File: src/rtl/potbus_pkg.sv
package potbus_pkg;

    localparam int BYTE_W = 8;
    localparam int OPC_W  = 4;
    localparam int SEL_W  = 2;
    localparam int BIT_W  = $clog2(BYTE_W);
    localparam int IDX_W  = 2;

    localparam logic [OPC_W-1:0] OPC_DR2W      = 4'b1101;
    localparam logic [OPC_W-1:0] OPC_W2DR      = 4'b1110;
    localparam logic [OPC_W-1:0] OPC_GANG_DR2W = 4'b0001;
    localparam logic [OPC_W-1:0] OPC_GANG_W2DR = 4'b1000;
    localparam logic [OPC_W-1:0] OPC_WR_W      = 4'b1010;
    localparam logic [OPC_W-1:0] OPC_WR_DR     = 4'b1100;
    localparam logic [OPC_W-1:0] OPC_RD_W      = 4'b1001;
    localparam logic [OPC_W-1:0] OPC_RD_DR     = 4'b1011;
    localparam logic [OPC_W-1:0] OPC_STEP      = 4'b0010;

    typedef enum logic [2:0] {
        K_BAD, K_XFER, K_WRITE, K_READ, K_STEP
    } op_kind_e;

    typedef enum logic [2:0] {
        PH_IDLE, PH_RX, PH_ACK_SETUP, PH_ACK, PH_TX, PH_STEP, PH_HOLD
    } phase_e;

    typedef struct packed {
        logic [OPC_W-1:0] opcode;
        logic [SEL_W-1:0] reg_sel;
        logic [SEL_W-1:0] pot_sel;
    } instr_t;

    function automatic op_kind_e classify(input logic [OPC_W-1:0] op);
        case (op)
            OPC_DR2W, OPC_W2DR, OPC_GANG_DR2W, OPC_GANG_W2DR: return K_XFER;
            OPC_WR_W, OPC_WR_DR:                              return K_WRITE;
            OPC_RD_W, OPC_RD_DR:                              return K_READ;
            OPC_STEP:                                         return K_STEP;
            default:                                          return K_BAD;
        endcase
    endfunction

endpackage

File: src/rtl/potbus_line_sync.sv
module potbus_line_sync #(
    parameter int STAGES = 2
) (
    input  logic clk,
    input  logic rst,
    input  logic scl_raw,
    input  logic sda_raw,
    output logic sda_lvl,
    output logic scl_rise,
    output logic scl_fall,
    output logic bus_start,
    output logic bus_stop
);
    logic [STAGES-1:0] scl_pipe;
    logic [STAGES-1:0] sda_pipe;
    logic              scl_q;
    logic              sda_q;
    logic              scl_lvl;

    always_ff @(posedge clk) begin
        if (rst) begin
            scl_pipe <= '1;
            sda_pipe <= '1;
            scl_q    <= 1'b1;
            sda_q    <= 1'b1;
        end else begin
            scl_pipe <= {scl_pipe[STAGES-2:0], scl_raw};
            sda_pipe <= {sda_pipe[STAGES-2:0], sda_raw};
            scl_q    <= scl_pipe[STAGES-1];
            sda_q    <= sda_pipe[STAGES-1];
        end
    end

    assign scl_lvl   = scl_pipe[STAGES-1];
    assign sda_lvl   = sda_pipe[STAGES-1];
    assign scl_rise  = scl_lvl & ~scl_q;
    assign scl_fall  = ~scl_lvl & scl_q;
    assign bus_start = scl_lvl & scl_q & sda_q & ~sda_lvl;
    assign bus_stop  = scl_lvl & scl_q & ~sda_q & sda_lvl;

endmodule

File: src/rtl/potbus_tx_shift.sv
module potbus_tx_shift
    import potbus_pkg::*;
(
    input  logic              clk,
    input  logic              rst,
    input  logic              load,
    input  logic [BYTE_W-2:0] load_tail,
    input  logic              advance,
    output logic              next_bit,
    output logic              last_bit
);
    localparam logic [BIT_W-1:0] LAST = BIT_W'(BYTE_W - 1);

    logic [BYTE_W-2:0] sh;
    logic [BIT_W-1:0]  cnt;

    always_ff @(posedge clk) begin
        if (rst) begin
            sh  <= '0;
            cnt <= '0;
        end else if (load) begin
            sh  <= load_tail;
            cnt <= '0;
        end else if (advance) begin
            sh  <= {sh[BYTE_W-3:0], 1'b0};
            cnt <= cnt + 1'b1;
        end
    end

    assign next_bit = sh[BYTE_W-2];
    assign last_bit = (cnt == LAST);

endmodule

File: src/rtl/potbus_frame_parser.sv
module potbus_frame_parser
    import potbus_pkg::*;
#(
    parameter logic [3:0] FAMILY_ID   = 4'b0101,
    parameter int         SYNC_STAGES = 2
) (
    input  logic              clk,
    input  logic              rst,
    input  logic [3:0]        dev_addr,
    input  logic              scl_in,
    input  logic              sda_in,
    output logic              sda_oe,
    input  logic [BYTE_W-1:0] rd_data,
    output logic              cmd_valid,
    output logic [OPC_W-1:0]  cmd_opcode,
    output logic [SEL_W-1:0]  cmd_reg,
    output logic [SEL_W-1:0]  cmd_pot,
    output logic [BYTE_W-1:0] cmd_data,
    output logic              step_valid,
    output logic              step_up
);
    localparam logic [BIT_W-1:0] LAST_BIT = BIT_W'(BYTE_W - 1);

    logic sda_lvl, scl_rise, scl_fall, bus_start, bus_stop;

    potbus_line_sync #(.STAGES(SYNC_STAGES)) u_sync (
        .clk       (clk),
        .rst       (rst),
        .scl_raw   (scl_in),
        .sda_raw   (sda_in),
        .sda_lvl   (sda_lvl),
        .scl_rise  (scl_rise),
        .scl_fall  (scl_fall),
        .bus_start (bus_start),
        .bus_stop  (bus_stop)
    );

    phase_e            phase;
    logic [BIT_W-1:0]  bit_cnt;
    logic [IDX_W-1:0]  byte_idx;
    logic [BYTE_W-1:0] rx_sh;
    logic [BYTE_W-1:0] rx_next;
    instr_t            instr;
    op_kind_e          instr_kind;
    logic              ack_ok;
    logic              accept_now;
    logic              step_armed;
    logic              step_dir;
    logic              tx_load, tx_adv, tx_next, tx_last;

    assign rx_next    = {rx_sh[BYTE_W-2:0], sda_lvl};
    assign instr_kind = classify(instr.opcode);

    always_comb begin
        case (byte_idx)
            2'd0:    accept_now = (rx_next[7:4] == FAMILY_ID) && (rx_next[3:0] == dev_addr);
            2'd1:    accept_now = (classify(rx_next[7:4]) != K_BAD);
            default: accept_now = 1'b1;
        endcase
    end

    assign tx_load = (phase == PH_ACK) && scl_fall && (byte_idx == 2'd1) && (instr_kind == K_READ);
    assign tx_adv  = (phase == PH_TX) && scl_fall;

    potbus_tx_shift u_tx (
        .clk       (clk),
        .rst       (rst),
        .load      (tx_load),
        .load_tail (rd_data[BYTE_W-2:0]),
        .advance   (tx_adv),
        .next_bit  (tx_next),
        .last_bit  (tx_last)
    );

    always_ff @(posedge clk) begin
        if (rst) begin
            phase      <= PH_IDLE;
            bit_cnt    <= '0;
            byte_idx   <= '0;
            rx_sh      <= '0;
            instr      <= '0;
            ack_ok     <= 1'b0;
            sda_oe     <= 1'b0;
            cmd_valid  <= 1'b0;
            cmd_data   <= '0;
            step_valid <= 1'b0;
            step_up    <= 1'b0;
            step_armed <= 1'b0;
            step_dir   <= 1'b0;
        end else begin
            cmd_valid  <= 1'b0;
            step_valid <= 1'b0;
            if (bus_start) begin
                phase      <= PH_RX;
                bit_cnt    <= '0;
                byte_idx   <= '0;
                sda_oe     <= 1'b0;
                step_armed <= 1'b0;
            end else if (bus_stop) begin
                phase      <= PH_IDLE;
                sda_oe     <= 1'b0;
                step_armed <= 1'b0;
            end else begin
                case (phase)
                    PH_RX: begin
                        if (scl_rise) begin
                            rx_sh   <= rx_next;
                            bit_cnt <= bit_cnt + 1'b1;
                            if (bit_cnt == LAST_BIT) begin
                                phase  <= PH_ACK_SETUP;
                                ack_ok <= accept_now;
                                if (byte_idx == 2'd1) instr <= rx_next;
                            end
                        end
                    end
                    PH_ACK_SETUP: begin
                        if (scl_fall) begin
                            if (ack_ok) begin
                                sda_oe <= 1'b1;
                                phase  <= PH_ACK;
                            end else begin
                                phase  <= PH_HOLD;
                            end
                        end
                    end
                    PH_ACK: begin
                        if (scl_fall) begin
                            sda_oe  <= 1'b0;
                            bit_cnt <= '0;
                            case (byte_idx)
                                2'd0: begin
                                    byte_idx <= 2'd1;
                                    phase    <= PH_RX;
                                end
                                2'd1: begin
                                    case (instr_kind)
                                        K_XFER: begin
                                            cmd_valid <= 1'b1;
                                            cmd_data  <= '0;
                                            phase     <= PH_HOLD;
                                        end
                                        K_WRITE: begin
                                            byte_idx <= 2'd2;
                                            phase    <= PH_RX;
                                        end
                                        K_READ: begin
                                            cmd_valid <= 1'b1;
                                            cmd_data  <= rd_data;
                                            sda_oe    <= ~rd_data[BYTE_W-1];
                                            phase     <= PH_TX;
                                        end
                                        K_STEP:  phase <= PH_STEP;
                                        default: phase <= PH_HOLD;
                                    endcase
                                end
                                default: begin
                                    cmd_valid <= 1'b1;
                                    cmd_data  <= rx_sh;
                                    phase     <= PH_HOLD;
                                end
                            endcase
                        end
                    end
                    PH_TX: begin
                        if (scl_fall) begin
                            if (tx_last) begin
                                sda_oe <= 1'b0;
                                phase  <= PH_HOLD;
                            end else begin
                                sda_oe <= ~tx_next;
                            end
                        end
                    end
                    PH_STEP: begin
                        if (scl_rise) begin
                            step_armed <= 1'b1;
                            step_dir   <= sda_lvl;
                        end else if (scl_fall && step_armed) begin
                            step_valid <= 1'b1;
                            step_up    <= step_dir;
                            step_armed <= 1'b0;
                        end
                    end
                    default: ;
                endcase
            end
        end
    end

    assign cmd_opcode = instr.opcode;
    assign cmd_reg    = instr.reg_sel;
    assign cmd_pot    = instr.pot_sel;

endmodule

File: config.mk
export PLATFORM = sky130hd
export DESIGN_NAME = potbus_frame_parser
export DESIGN_NICKNAME = d
export VERILOG_FILES = /design/src/rtl/potbus_pkg.sv /design/src/rtl/potbus_line_sync.sv /design/src/rtl/potbus_tx_shift.sv /design/src/rtl/potbus_frame_parser.sv
export SDC_FILE = /design/constraint.sdc
export NUM_CORES = 1
export LEC_CHECK = 0
export BUFFER_PORTS_ARGS = -buffer_cell sky130_fd_sc_hd__clkbuf_2
export CORE_AREA = 5 5 78 80
export CTS_CLUSTER_DIAMETER = 200
export DETAILED_ROUTE_END_ITERATION = 10
export DIE_AREA = 0 0 83 85
export PLACE_DENSITY = 0.85
export SYNTH_ARGS = -nofsm -noshare
export SYNTH_HDL_FRONTEND = slang
export SYNTH_SLANG_ARGS = --single-unit
File: constraint.sdc
create_clock -name clk -period 2.64 [get_ports clk]
set_input_delay 0.528 -clock clk [delete_from_list [all_inputs] [get_ports clk]]
set_output_delay 0.528 -clock clk [all_outputs]
set_load 0.02 [all_outputs]
After elaboration in Yosys (flattened, before gate mapping)

Memories as Yosys holds them, arrays and structs flattened. A register that Yosys moved wholly into a read port is not among the register bits.
Cells that the tools add are included.

Bits in read-only memories: 96
Register bits after elaboration: 55
Memories kept: 2

Equal/unequal tests: 29
Add/subtract/negate cells: 2
Mux-type cells: 40
Reductions and logical operators: 33
Bitwise operators: 20

Memory list:

| name            | words | bits a word | rd ports | clocked after memory_dff | write ports | line             | source |
|---|---|---|---|---|---|---|---|
| (no name shown) | 16    | 3           | 1        | 1                        | 0           | potbus_pkg.sv:34 | `case (op)` |
| (no name shown) | 16    | 3           | 1        | 1                        | 0           | potbus_pkg.sv:34 |  |

Operators by type and width:

| cell                                          | number |
|---|---|
| one-hot mux 8 bit (2 select lines)            | 2 |
| 2-to-1 mux 3 bit                              | 10 |
| inequality test 4 bit, second input constant  | 6 |
| AND reduction 5 bit                           | 4 |
| 2-to-1 mux 4 bit                              | 4 |
| == test 3 bit, second input constant          | 5 |
| 2-to-1 mux 7 bit                              | 2 |
| inequality test 2 bit, second input constant  | 7 |
| AND reduction 7 bit                           | 2 |
| 2-to-1 mux 1 bit                              | 13 |
| inverter 1 bit                                | 13 |
| == test 3 x 2 -> 1 bit, second input constant | 4 |
| one-hot mux 3 bit (2 select lines)            | 2 |
| one-hot mux 3 bit (4 select lines)            | 1 |
| AND reduction 4 bit                           | 3 |
| AND reduction 6 bit                           | 2 |
| OR reduction 5 bit                            | 2 |
| one-hot mux 3 bit (3 select lines)            | 1 |
| nonzero test 2 bit                            | 4 |
| AND 1 bit                                     | 7 |
| adder 3 x 1 -> 3 bit, second input constant   | 2 |
| == test 3 x 1 -> 1 bit, second input constant | 2 |
| logical AND 1 bit                             | 6 |
| nonzero test 3 bit                            | 2 |
| 15 further kinds                              | 18 |

Logic depth before layout (Yosys ltp)

Depth in word-level cells: 7
Mapped depth: 11

Hierarchy

Synthesis repeated with hierarchy kept, for this count alone.

Cells, all modules: 306
Area total of the unflattened synthesis: 2,931.6 µm²

By module, submodules not included:

| module              | cells an instance | area each (µm²) | times used | seq. area each (µm²) |
|---|---|---|---|---|
| potbus_frame_parser | 247               | 2,288.4         | 1          | 900.9 |
| potbus_tx_shift     | 43                | 452.9           | 1          | 200.2 |
| potbus_line_sync    | 16                | 190.2           | 1          | 120.1 |

Worst setup path before layout

Ideal clock, no wire load.

Path type: reg-to-reg
From: register bit_cnt[0]
To: register, netlist name instr_kind[1]
Setup slack: 0.604 ns
Arrival time: 1.948 ns
Period minus slack after synthesis: 2.036 ns
Cell stages (with the launch flop): 12
Setup time: 0.088 ns
Cells stage by stage: dfxtp_1 > ha_1 > ha_1 > and3b_1 > and3_1 > buf_6 > nand2_1 > a21oi_1 > inv_1 > ha_1 > or2_1 > a311oi_2

Word-level cells in the longest chain between the ends: 4

Ends and longest elaborated chain:

| what                                     | line                       | source |
|---|---|---|
| from (decl)                              | potbus_frame_parser.sv:39  | `logic [BIT_W-1:0] bit_cnt;` |
| from (signal assigned)                   | potbus_frame_parser.sv:108 | `bit_cnt <= bit_cnt + 1'b1;` |
| == test 3 bit                            | potbus_frame_parser.sv:109 | `if (bit_cnt == LAST_BIT) begin` |
| AND reduction 6 bit (no line)            | -                          |  |
| 2-to-1 mux 4 bit (no line) (2 in series) | -                          |  |

Every way passes these cells.
A chain may end at the register's enable or synchronous reset.

Worst setup path in the final report

From: register bit_cnt[0]
To: register, netlist name instr_kind[1]

Word-level cells in the longest chain between the ends: 4

Ends and longest elaborated chain:

| what                                     | line |
|---|---|
| == test 3 bit                            | potbus_frame_parser.sv:109 |
| AND reduction 6 bit (no line)            | - |
| 2-to-1 mux 4 bit (no line) (2 in series) | - |

Every way passes these cells.

==> results.toml <==
[die]
die_h_microns = 85
rows = 27
start_util = 0.541
die_w_microns = 83
core_region_area_sq_um = 5340
die-area_sq_um = 7060
pin_count = 36

[sta]
finalCriticalPeriod_ns = 2.26
rsz0062_at_grt = "false"
fmax_mhz = 442
slew_headroom = 0.638
tightest_slew_ns = 0.543
clock_skew_ns = 0.00693
finalSetupTns_ns = 0
finalMaxSlewViolations = 0
final_hold_viol_count = 0
hold_ws_ns = 0.373
period_share = 0.857
setup_viol = 0

[clock_tree]
cts_root_buf = "clkbuf_8"
post_cts_buffers = 0
cts_buffers = 9
htreeDepth = 3
cts_sinks = 61
clk_latency_ns = 0.34
clockBufferDepth = 2
cts_tree = "built"
cts_resized = 0
ctsHoldBuffers = 0
clk_pin_slew_ns = 0.06

[finish]
drive_gt1_frac = 0.204
final_nets = 378
syn_to_final_growth_pct = 15.2
final_cell_mix = "dfxtp_1 (61), nor2_1 (37), clkbuf_2 (35)"
final_common_cell = "dfxtp_1"
reg_top3 = "cmd_data: 8 flops, rx_sh: 8 flops, u_tx.sh: 7 flops"
num_antenna_cells = 0
n_fill_cell = 463

[synth]
synth_nets = 344
synthAdderAreaFrac = 0.0390
synth_top_family_by_area = "simple AND/OR/NAND/NOR gates"
async_flop_share = 0
synthSimpleGateAreaFrac = 0.248
synth_area_per_cell_sq_um = 9.05
ys_seq_area_frac = 0.423
ys_ff_latch = 61
ys_types = 57
synthXorXnorAreaFrac = 0.0243
synth_compound_area_frac = 0.149
yosys_warnings = 0
synth_ff_type = "dfxtp_1"
syn_area_sq_um = 2890
synth_mux_area_frac = 0.0763
syn-instance-count = 319
synth-edff-count = 0

[global_routing]
grt_pass1_vias = 2184
grt_use_total = 0.181
grt_pass1_wl_microns = 10300
grt_max_degree = 30
grt_overflow = 0
grt_antenna_before_repair = 0

[power_and_ir_drop]
swShare = 0.195
leakage_nw = 1.31
power.switching_w = 0.000388
p_int_w = 0.00160
comb_power_share = 0.029
seq_power_share = 0.468
ir_drop_mv = 0.572
p_per_area_nw_per_um2 = 598
power_frac_clock = 0.503

[drt]
routed.top_layer = "met4"
drtAntennaViolNets = 0
wl_met3_microns = 331
wl_met1_microns = 2870
viasPerCell = 5.46
wl_met2_microns = 2860
via_count = 2347
wire_per_inst_microns = 14.3
initialDrtViolationCount = 171
first_pass_iters = 4
drc = 0
wirelength_microns = 6140

[setup_path]
slowest_stage = "dfxtp_1"
crit_path_max_fanout = 6
critPathMaxStageDelay_ns = 0.36
arrival_ns = 2.51
r2r_start = "bit_cnt[0]"
r2r_slack_ns = 0.38
rr_endpoint = "instr_kind[1]"
crit_chain = "ha_1 -> ha_1 -> and3b_1 -> and3_1 -> nand2_1 -> a21oi_1 -> inv_1 -> ha_1 -> or2_1 -> a311oi_2"
cp.required_ns = 2.89
crit_buf_inv = 1
reg2reg_depth = 10
cp_common_cell = "ha_1"
worstSetupPathType = "register to register"
crit_family = "simple AND/OR/NAND/NOR gates"
startpoint_type = "register"
critPathCaptureType = "register"

[worst_hold_path]
min-delay-start = "scl_in"
min_path_type = "input pin to register"
min_to = "u_sync.scl_pipe[0]"
hold_depth = 2

[run]
drv_cap = 0

[run_status]
status = "completed"

[placed_design]
gp_congestion = 0.825
hpwl_microns = 4390
portBuffers = 35
-- cell usage after synthesis, types with 2 or more instances --
cell      number  area, sq um
dfxtp_1       61         1220
nor2_1        37          139
nand2_1       27          101
a21oi_1       19         95.1
mux2i_1       17          170
a211oi_1      15          113
inv_1         10         37.5
a22oi_1        9         67.6
ha_1           9          113
nand2b_1       8         50.1
nand3_1        8         40.0
nor3_1         7         35.0
nor2b_1        6         37.5
o21ai_0        6         30.0
or2_2          6         37.5
xnor2_1        6         52.6
buf_2          5         25.0
clkbuf_1       5         18.8
and2_1         4         25.0
a32oi_1        3         26.3
and3_1         3         18.8
nor4_1         3         18.8
o31ai_1        3         22.5
mux2i_2        2         27.5
nand2_2        2         12.5
nand4b_1       2         17.5
nor2_2         2         12.5
nor3b_1        2         15.0
o21a_1         2         15.0
or2_1          2         12.5
xor2_1         2         17.5
-- routing by layer --
metal,vias to the layer above,track usage
met2,65,0.286
met3,9,0.0505
li1,1189,-
met4,0,0.0758
met5,-,0
met1,1084,0.234
-- area by class of cell --
class,count,area [sq um],area share
multi-input combinational,234,1550,0.465
sequential,61,1220,0.367
timing repair buffer,37,190,0.0572
clock buffer,12,145,0.0436
clock inverter,4,95.1,0.0286
tap,72,90.1,0.0271
inverter,10,37.5,0.0113
-- kinds of logic after synthesis --
group | count (synthesis)
and+or+nand+nor | 134
AOI/OAI and AO/OA | 63
DFF | 61
buffers and inverters | 24
muxes | 20
adders and majority gates | 9
xor gates and xnor gates | 8
-- metrics by stage --
| step | setup WS, ns | instances | instance area, sq um | power [W] | utilization |
|---|---|---|---|---|---|
| after detailed placement | 0.391 | 414 | 3090 | 0.00101 | 0.578 |
| after floorplan | 0.604 | 319 | 2890 | 0.000984 | - |
| after global routing | 0.119 | 430 | 3330 | 0.00206 | 0.623 |
| after global placement | 0.490 | 414 | 3090 | 0.00101 | 0.578 |
| after CTS | 0.385 | 430 | 3330 | 0.00200 | 0.623 |
| final | 0.377 | 430 | 3330 | 0.00199 | 0.623 |
-- how the worst max path moves through the flow --
stage	start	end	cells past startpoint
6_report	bit_cnt[0]	instr_kind[1]	10
5_1_grt	u_sync.scl_pipe[1]	register	8
4_1_cts	bit_cnt[0]	instr_kind[1]	10
3_5_place_dp	bit_cnt[0]	instr_kind[1]	10
3_3_place_gp	bit_cnt[0]	instr_kind[1]	10
2_1_floorplan	bit_cnt[0]	instr_kind[1]	11
-- power groups by stage --
| stage | logic [W] | clock network [W] | registers [W] |
|---|---|---|---|
| floorplan | 0.0000364 | 0 | 0.000948 |
| global placement | 0.0000553 | 0 | 0.000951 |
| detailed placement | 0.0000561 | 0 | 0.000951 |
| CTS | 0.0000565 | 0.00102 | 0.000931 |
| global route | 0.0000614 | 0.00107 | 0.000931 |
| finish | 0.0000571 | 0.00100 | 0.000931 |
(Power assumes the default switching activity.)
